[src/rtl/lss_pkg.sv]
package lss_pkg;
  typedef enum logic [1:0] {
    PH_IDLE = 2'd0,
    PH_PER  = 2'd1,
    PH_NP   = 2'd2
  } phase_t;

  localparam int SEL_PER  = 0;
  localparam int SEL_CTRL = 1;
  localparam int SEL_BULK = 2;
  localparam int SEL_W    = 3;
endpackage

[src/rtl/lss_rst_sync.sv]
module lss_rst_sync #(
  parameter int STAGES = 2
) (
  input  logic clk,
  input  logic rst_n,
  output logic rst_n_sync
);
  logic [STAGES-1:0] sync_q;

  always_ff @(posedge clk or negedge rst_n) begin
    if (!rst_n) sync_q <= '0;
    else        sync_q <= {sync_q[STAGES-2:0], 1'b1};
  end

  assign rst_n_sync = sync_q[STAGES-1];
endmodule

[src/rtl/lss_frame_latch.sv]
module lss_frame_latch #(
  parameter int N = 2
) (
  input  logic         clk,
  input  logic         rst_n,
  input  logic         capture,
  input  logic [N-1:0] live_en,
  output logic [N-1:0] frame_en
);
  for (genvar i = 0; i < N; i++) begin : g_bit
    logic q;
    always_ff @(posedge clk or negedge rst_n) begin
      if (!rst_n)       q <= 1'b0;
      else if (capture) q <= live_en[i];
    end
    assign frame_en[i] = q;
  end
endmodule

[src/rtl/lss_ratio_arb.sv]
module lss_ratio_arb #(
  parameter int RATIO_W = 2
) (
  input  logic               clk,
  input  logic               rst_n,
  input  logic [RATIO_W-1:0] ratio,
  input  logic               ctrl_ok,
  input  logic               bulk_ok,
  input  logic               ctrl_served,
  input  logic               bulk_served,
  output logic               pick_ctrl,
  output logic               pick_bulk
);
  localparam int CNT_W = RATIO_W + 1;
  localparam logic [CNT_W-1:0] CNT_MAX = {CNT_W{1'b1}};

  logic [CNT_W-1:0] cnt_q, cnt_d;
  logic             cnt_en;

  always_comb begin
    cnt_en = bulk_served | ctrl_served;
    cnt_d  = cnt_q;
    if (bulk_served)                    cnt_d = '0;
    else if (ctrl_served && cnt_q != CNT_MAX) cnt_d = cnt_q + 1'b1;
  end

  always_ff @(posedge clk or negedge rst_n) begin
    if (!rst_n)      cnt_q <= '0;
    else if (cnt_en) cnt_q <= cnt_d;
  end

  always_comb begin
    pick_ctrl = ctrl_ok && (!bulk_ok || (cnt_q <= {1'b0, ratio}));
    pick_bulk = bulk_ok && !pick_ctrl;
  end
endmodule

[src/rtl/list_service_sched.sv]
module list_service_sched
  import lss_pkg::*;
#(
  parameter int RATIO_W = 2
) (
  input  logic               clk,
  input  logic               rst_n,
  input  logic               sof_pulse,
  input  logic               per_en,
  input  logic               iso_en,
  input  logic               ctrl_en,
  input  logic               bulk_en,
  input  logic [RATIO_W-1:0] ctrl_ratio,
  input  logic               ed_step,
  input  logic               ed_iso,
  input  logic               ed_empty,
  input  logic               list_end,
  output logic [2:0]         svc_sel
);
  logic       rst_s_n;
  logic [1:0] frame_en;
  phase_t     phase_q, phase_d;
  logic       ctrl_exh_q, ctrl_exh_d, bulk_exh_q, bulk_exh_d;
  logic       pick_ctrl, pick_bulk;
  logic       ctrl_served, bulk_served;
  logic [SEL_W-1:0] sel;

  lss_rst_sync #(.STAGES(2)) u_rst (
    .clk(clk), .rst_n(rst_n), .rst_n_sync(rst_s_n)
  );

  lss_frame_latch #(.N(2)) u_latch (
    .clk(clk), .rst_n(rst_s_n), .capture(sof_pulse),
    .live_en({bulk_en, ctrl_en}), .frame_en(frame_en)
  );

  assign ctrl_served = ed_step && sel[SEL_CTRL] && !ed_empty;
  assign bulk_served = ed_step && sel[SEL_BULK];

  lss_ratio_arb #(.RATIO_W(RATIO_W)) u_arb (
    .clk(clk), .rst_n(rst_s_n), .ratio(ctrl_ratio),
    .ctrl_ok(frame_en[0] && !ctrl_exh_q),
    .bulk_ok(frame_en[1] && !bulk_exh_q),
    .ctrl_served(ctrl_served), .bulk_served(bulk_served),
    .pick_ctrl(pick_ctrl), .pick_bulk(pick_bulk)
  );

  always_comb begin
    sel = '0;
    case (phase_q)
      PH_PER:  sel[SEL_PER] = 1'b1;
      PH_NP: begin
        sel[SEL_CTRL] = pick_ctrl;
        sel[SEL_BULK] = pick_bulk;
      end
      default: sel = '0;
    endcase
  end

  always_comb begin
    phase_d    = phase_q;
    ctrl_exh_d = ctrl_exh_q;
    bulk_exh_d = bulk_exh_q;
    if (sof_pulse) begin
      phase_d    = per_en ? PH_PER : PH_NP;
      ctrl_exh_d = 1'b0;
      bulk_exh_d = 1'b0;
    end else if (phase_q == PH_PER) begin
      if (list_end || (ed_step && ed_iso && !iso_en)) phase_d = PH_NP;
    end else if (phase_q == PH_NP && list_end) begin
      if (sel[SEL_CTRL]) ctrl_exh_d = 1'b1;
      if (sel[SEL_BULK]) bulk_exh_d = 1'b1;
    end
  end

  always_ff @(posedge clk or negedge rst_s_n) begin
    if (!rst_s_n) begin
      phase_q    <= PH_IDLE;
      ctrl_exh_q <= 1'b0;
      bulk_exh_q <= 1'b0;
    end else begin
      phase_q    <= phase_d;
      ctrl_exh_q <= ctrl_exh_d;
      bulk_exh_q <= bulk_exh_d;
    end
  end

  assign svc_sel = sel;
endmodule

[config.mk]
export PLATFORM = sky130hd
export DESIGN_NAME = list_service_sched
export DESIGN_NICKNAME = d
export VERILOG_FILES = /design/src/rtl/lss_pkg.sv /design/src/rtl/lss_rst_sync.sv /design/src/rtl/lss_frame_latch.sv /design/src/rtl/lss_ratio_arb.sv /design/src/rtl/list_service_sched.sv
export SDC_FILE = /design/constraint.sdc
export NUM_CORES = 1
export LEC_CHECK = 0
export CORE_AREA = 2 2 39 41
export DETAILED_ROUTE_END_ITERATION = 16
export DIE_AREA = 0 0 41 43
export PLACE_DENSITY = 0.77
export SYNTH_ARGS = -nofsm -noshare
export SYNTH_HDL_FRONTEND = slang
export SYNTH_SLANG_ARGS = --single-unit
[constraint.sdc]
create_clock -name clk -period 3.38 [get_ports clk]
set_input_delay 0.507 -clock clk [delete_from_list [all_inputs] [get_ports clk]]
set_output_delay 0.507 -clock clk [all_outputs]
set_load 0.005 [all_outputs]
==> parameters.txt <==
Parameter                              Value

Routing
  Count of TritonRoute iterations in the first routing pass    4
  DR DRC count    0
  Routed wire length    1190 um
  Post-route antenna net violation count    0
  Post-DR vias/cell    5.60
  Avg WL per Cell    12.8 um
  Via total after detailed routing    521
  Detailed Route Iter0 Violations    4

GRT
  Global route hottest layer    met2
  Met3 usage in global routing    2.09%
  Final global-route overflow total    0
  Met2 GRT Util    28.7%
  Via count of the first global-routing pass    486
  Global-route met1 utilization    19.8%
  Maximum number of pins on one net before global-route repair    10
  All-layer global routing usage    16.6%
  Global-route wire length before repair    2010 um
  Antenna violations before repair    0

Setup path
  FF-to-FF Start    u_arb.cnt_q[1]$_DFFE_PN0P_
  Cell with the biggest individual delay on the critical path    clkdlybuf4s50_1
  Highest net fanout along the worst path    4
  Flop2flop setup slack    1.75 ns
  Path depth of the worst reg2reg path    5
  Buf+Inv Stages, Crit Path    3
  Kind of end point of the critical path    primary output
  Setup crit start kind    input pin
  Most used cell, CP    clkdlybuf4s50_1
  CP Data Required Time    2.87 ns
  Critical register-to-register path endpoint    u_arb.cnt_q[1]$_DFFE_PN0P_
  CP Data Arrival Time    2.49 ns
  CP cell instances    clkdlybuf4s50_1, inv_1, ha_1, nor2b_4, o311ai_2, and2_1, clkdlybuf4s50_1
  Critical Path Max Stage Delay    0.49 ns
  Type of the worst setup path    in -> out
  Kind of cell with the highest combined delay on the critical path    buffers and inverters

Yosys
  Biggest area contributors in the synthesized netlist    dfrtp_1, ha_1, a21oi_1, mux2_2, nand3_1
  Library cell with the highest instance count after synthesis    dfrtp_1
  Ys async rst share    100%
  Area share of xor/xnor cells in the synthesized design    0%
  Sequential fraction of the synthesis area    43.8%
  Largest area contributor in the netlist    dfrtp_1
  Cell Area, Synth    628 um^2
  Top_reg_cell synth    dfrtp_1
  Synthesized netlist cell count    59
  Synthesized-area fraction occupied by and/or/nand/nor cells    18.9%
  Flop and latch count out of synthesis    11
  Most numerous cell types in the synthesized netlist    dfrtp_1, a21oi_1, ha_1, inv_1, nand3_1
  Share of the synthesized area in the top cell type    43.8%
  Multiplexer fraction of the synthesized cell area    3.59%
  Unique masters post-synth    30
  Yosys Warn Count    0
  Fraction of the mapped netlist area in compound gates    22.1%
  Number of nets produced by synthesis    76
  Mean cell area of the mapped netlist    10.6 um^2
  Combinational family with the most area after synthesis    compound AO/OA/AOI/OAI gates
  Number of enable flip-flop cells after synthesis    0
  Adder-cell share of the synthesized area    7.97%

Clock network
  CTS H-tree depth    1
  CTS tree    yes
  Clock-pin slew on the worst setup and hold paths    0.07 ns
  Hold Buf Count CTS    0
  Clk Latency, worst-skew pair    0.26 ns
  Number of buffers created by CTS    3
  Clock Sink Count    11
  Bufs on Longest Clock Path    2
  Setup bufs post-CTS    0
  Resized cells post-CTS    0
  Root buf cell    clkbuf_4

Final layout
  Count of nets after finishing    95
  Number of fill cells in the layout    139
  Final cell count without fillers    93
  Final antenna diode count    0
  Area added between synthesis and finish    30.7%
  Share of cells above drive strength 1    15.6%
  Final standard cell utilization of the core    59.3%
  Layout Cell Area excl Fill    821 um^2

STA
  Total count of max-transition violations in the final report    0
  RSZ-0062 raised after global routing    false
  Count of endpoints failing hold in the final timing report    0
  Total Negative Setup Slacks    0 ns
  Largest clock skew in the final design    0.00662 ns
  Number of endpoints failing setup at the final stage    0
  Fraction of the cycle the final worst path needs    88.7%
  Worst slack on hold paths    0.143 ns
  Achievable clock frequency    0.334 GHz
  Final worst setup slack    0.383 ns
  Final period demand of the worst path    3.00 ns

Power
  LEAKAGE    0.370 nW
  Maximum ir drop on the vdd rail    0.303 mV
  Total power draw    0.406 mW
  Areal power density over the cells    495 mW/mm^2

Placed design
  Half-perimeter wire length after placement    965 um
  Final RePlAce weighted congestion    0.780
  Dpl cell area    795 um^2
  Port Buffers    15
  Placement-stage worst setup slack    0.407 ns
  Placed Instances    89

Die
  Number of top-level design ports    16
  Die extent in x    41 um
  Number of placement rows    14
  Effective utilization at floorplan    45.4%
  DIE AREA    0.00176 mm^2
  Core ar.    0.00138 mm^2
  Vertical die dimension    43 um

Worst hold path
  Type of the tightest min-delay check    reg -> async

Run
  Maximum Capacitance Violations    0

Status
  Status    finished, final reports clean
## state kept, by name, summed over array words and instances (netlist names)
| register | count |
|---|---|
| u_arb.cnt_q | 3 |
| bulk_exh_q | 1 |
| u_latch.g_bit.q | 2 |
| ctrl_exh_q | 1 |
| u_rst.sync_q | 2 |
| phase_q | 2 |
## worst max path at each step
stage / to / cells past startpoint / start
after CTS: svc_sel[1] / 7 / ctrl_ratio[1]
final: svc_sel[1] / 7 / ctrl_ratio[1]
after detailed placement: svc_sel[1] / 7 / ctrl_ratio[1]
after global placement: svc_sel[1] / 7 / ctrl_ratio[1]
after floorplan: svc_sel[1] / 5 / ctrl_ratio[1]
after global routing: svc_sel[1] / 7 / ctrl_ratio[1]
## power by group
group          switching, mW  leakage, nW  internal [mW]
registers             0.0180        0.138          0.151
clock network         0.0404       0.0150         0.0455
logic                 0.0723        0.217         0.0791
## layout make-up
cell class / count / area [um^2] / share of cell area (%)
clock buffer: 4 / 26.3 / 3.20
inverter: 4 / 15.0 / 1.83
multi-input combinational: 43 / 334 / 40.7
timing repair buffer: 15 / 150 / 18.3
tap: 16 / 20.0 / 2.44
sequential: 11 / 275 / 33.5
## cells by family (layout without fill, tap and decap cells)
kind of cell,Yosys count,count (layout)
flip-flops,11,11
buffers and inverters,5,23
AO/OA/AOI/OAI,19,19
AND/OR/NAND/NOR,17,17
multiplexers,2,2
other,1,1
adder cells (fa/ha/maj),4,4
## cell usage in the layout, fill, tap and decap left out
cell,instances
o21bai_1,1
a22oi_1,1
o311a_2,1
and2b_2,1
clkbuf_4,3
nor2b_1,1
dfrtp_1,11
o21ai_0,3
and4bb_1,1
mux2_2,2
o211a_1,1
or2b_2,1
nor2b_4,1
nand2_1,2
o31a_1,1
clkdlybuf4s50_1,15
a21oi_1,5
o211ai_1,2
a22o_1,1
ha_1,4
nor3b_2,1
and3_2,1
nand3_1,4
conb_1,1
inv_1,4
nor2_1,2
and2_1,1
a31oi_1,1
o311ai_2,1
o21a_1,1
nand3b_1,1
clkbuf_1,1
## routing by layer
| layer | wire [um] | share of wire [%] |
|---|---|---|
| met1 | 500 | 42 |
| met5 | 0 | 0 |
| met2 | 616 | 52 |
| met3 | 76 | 6.4 |
| met4 | 0 | 0 |
No activity file was read; power rests on OpenSTA's default activity.
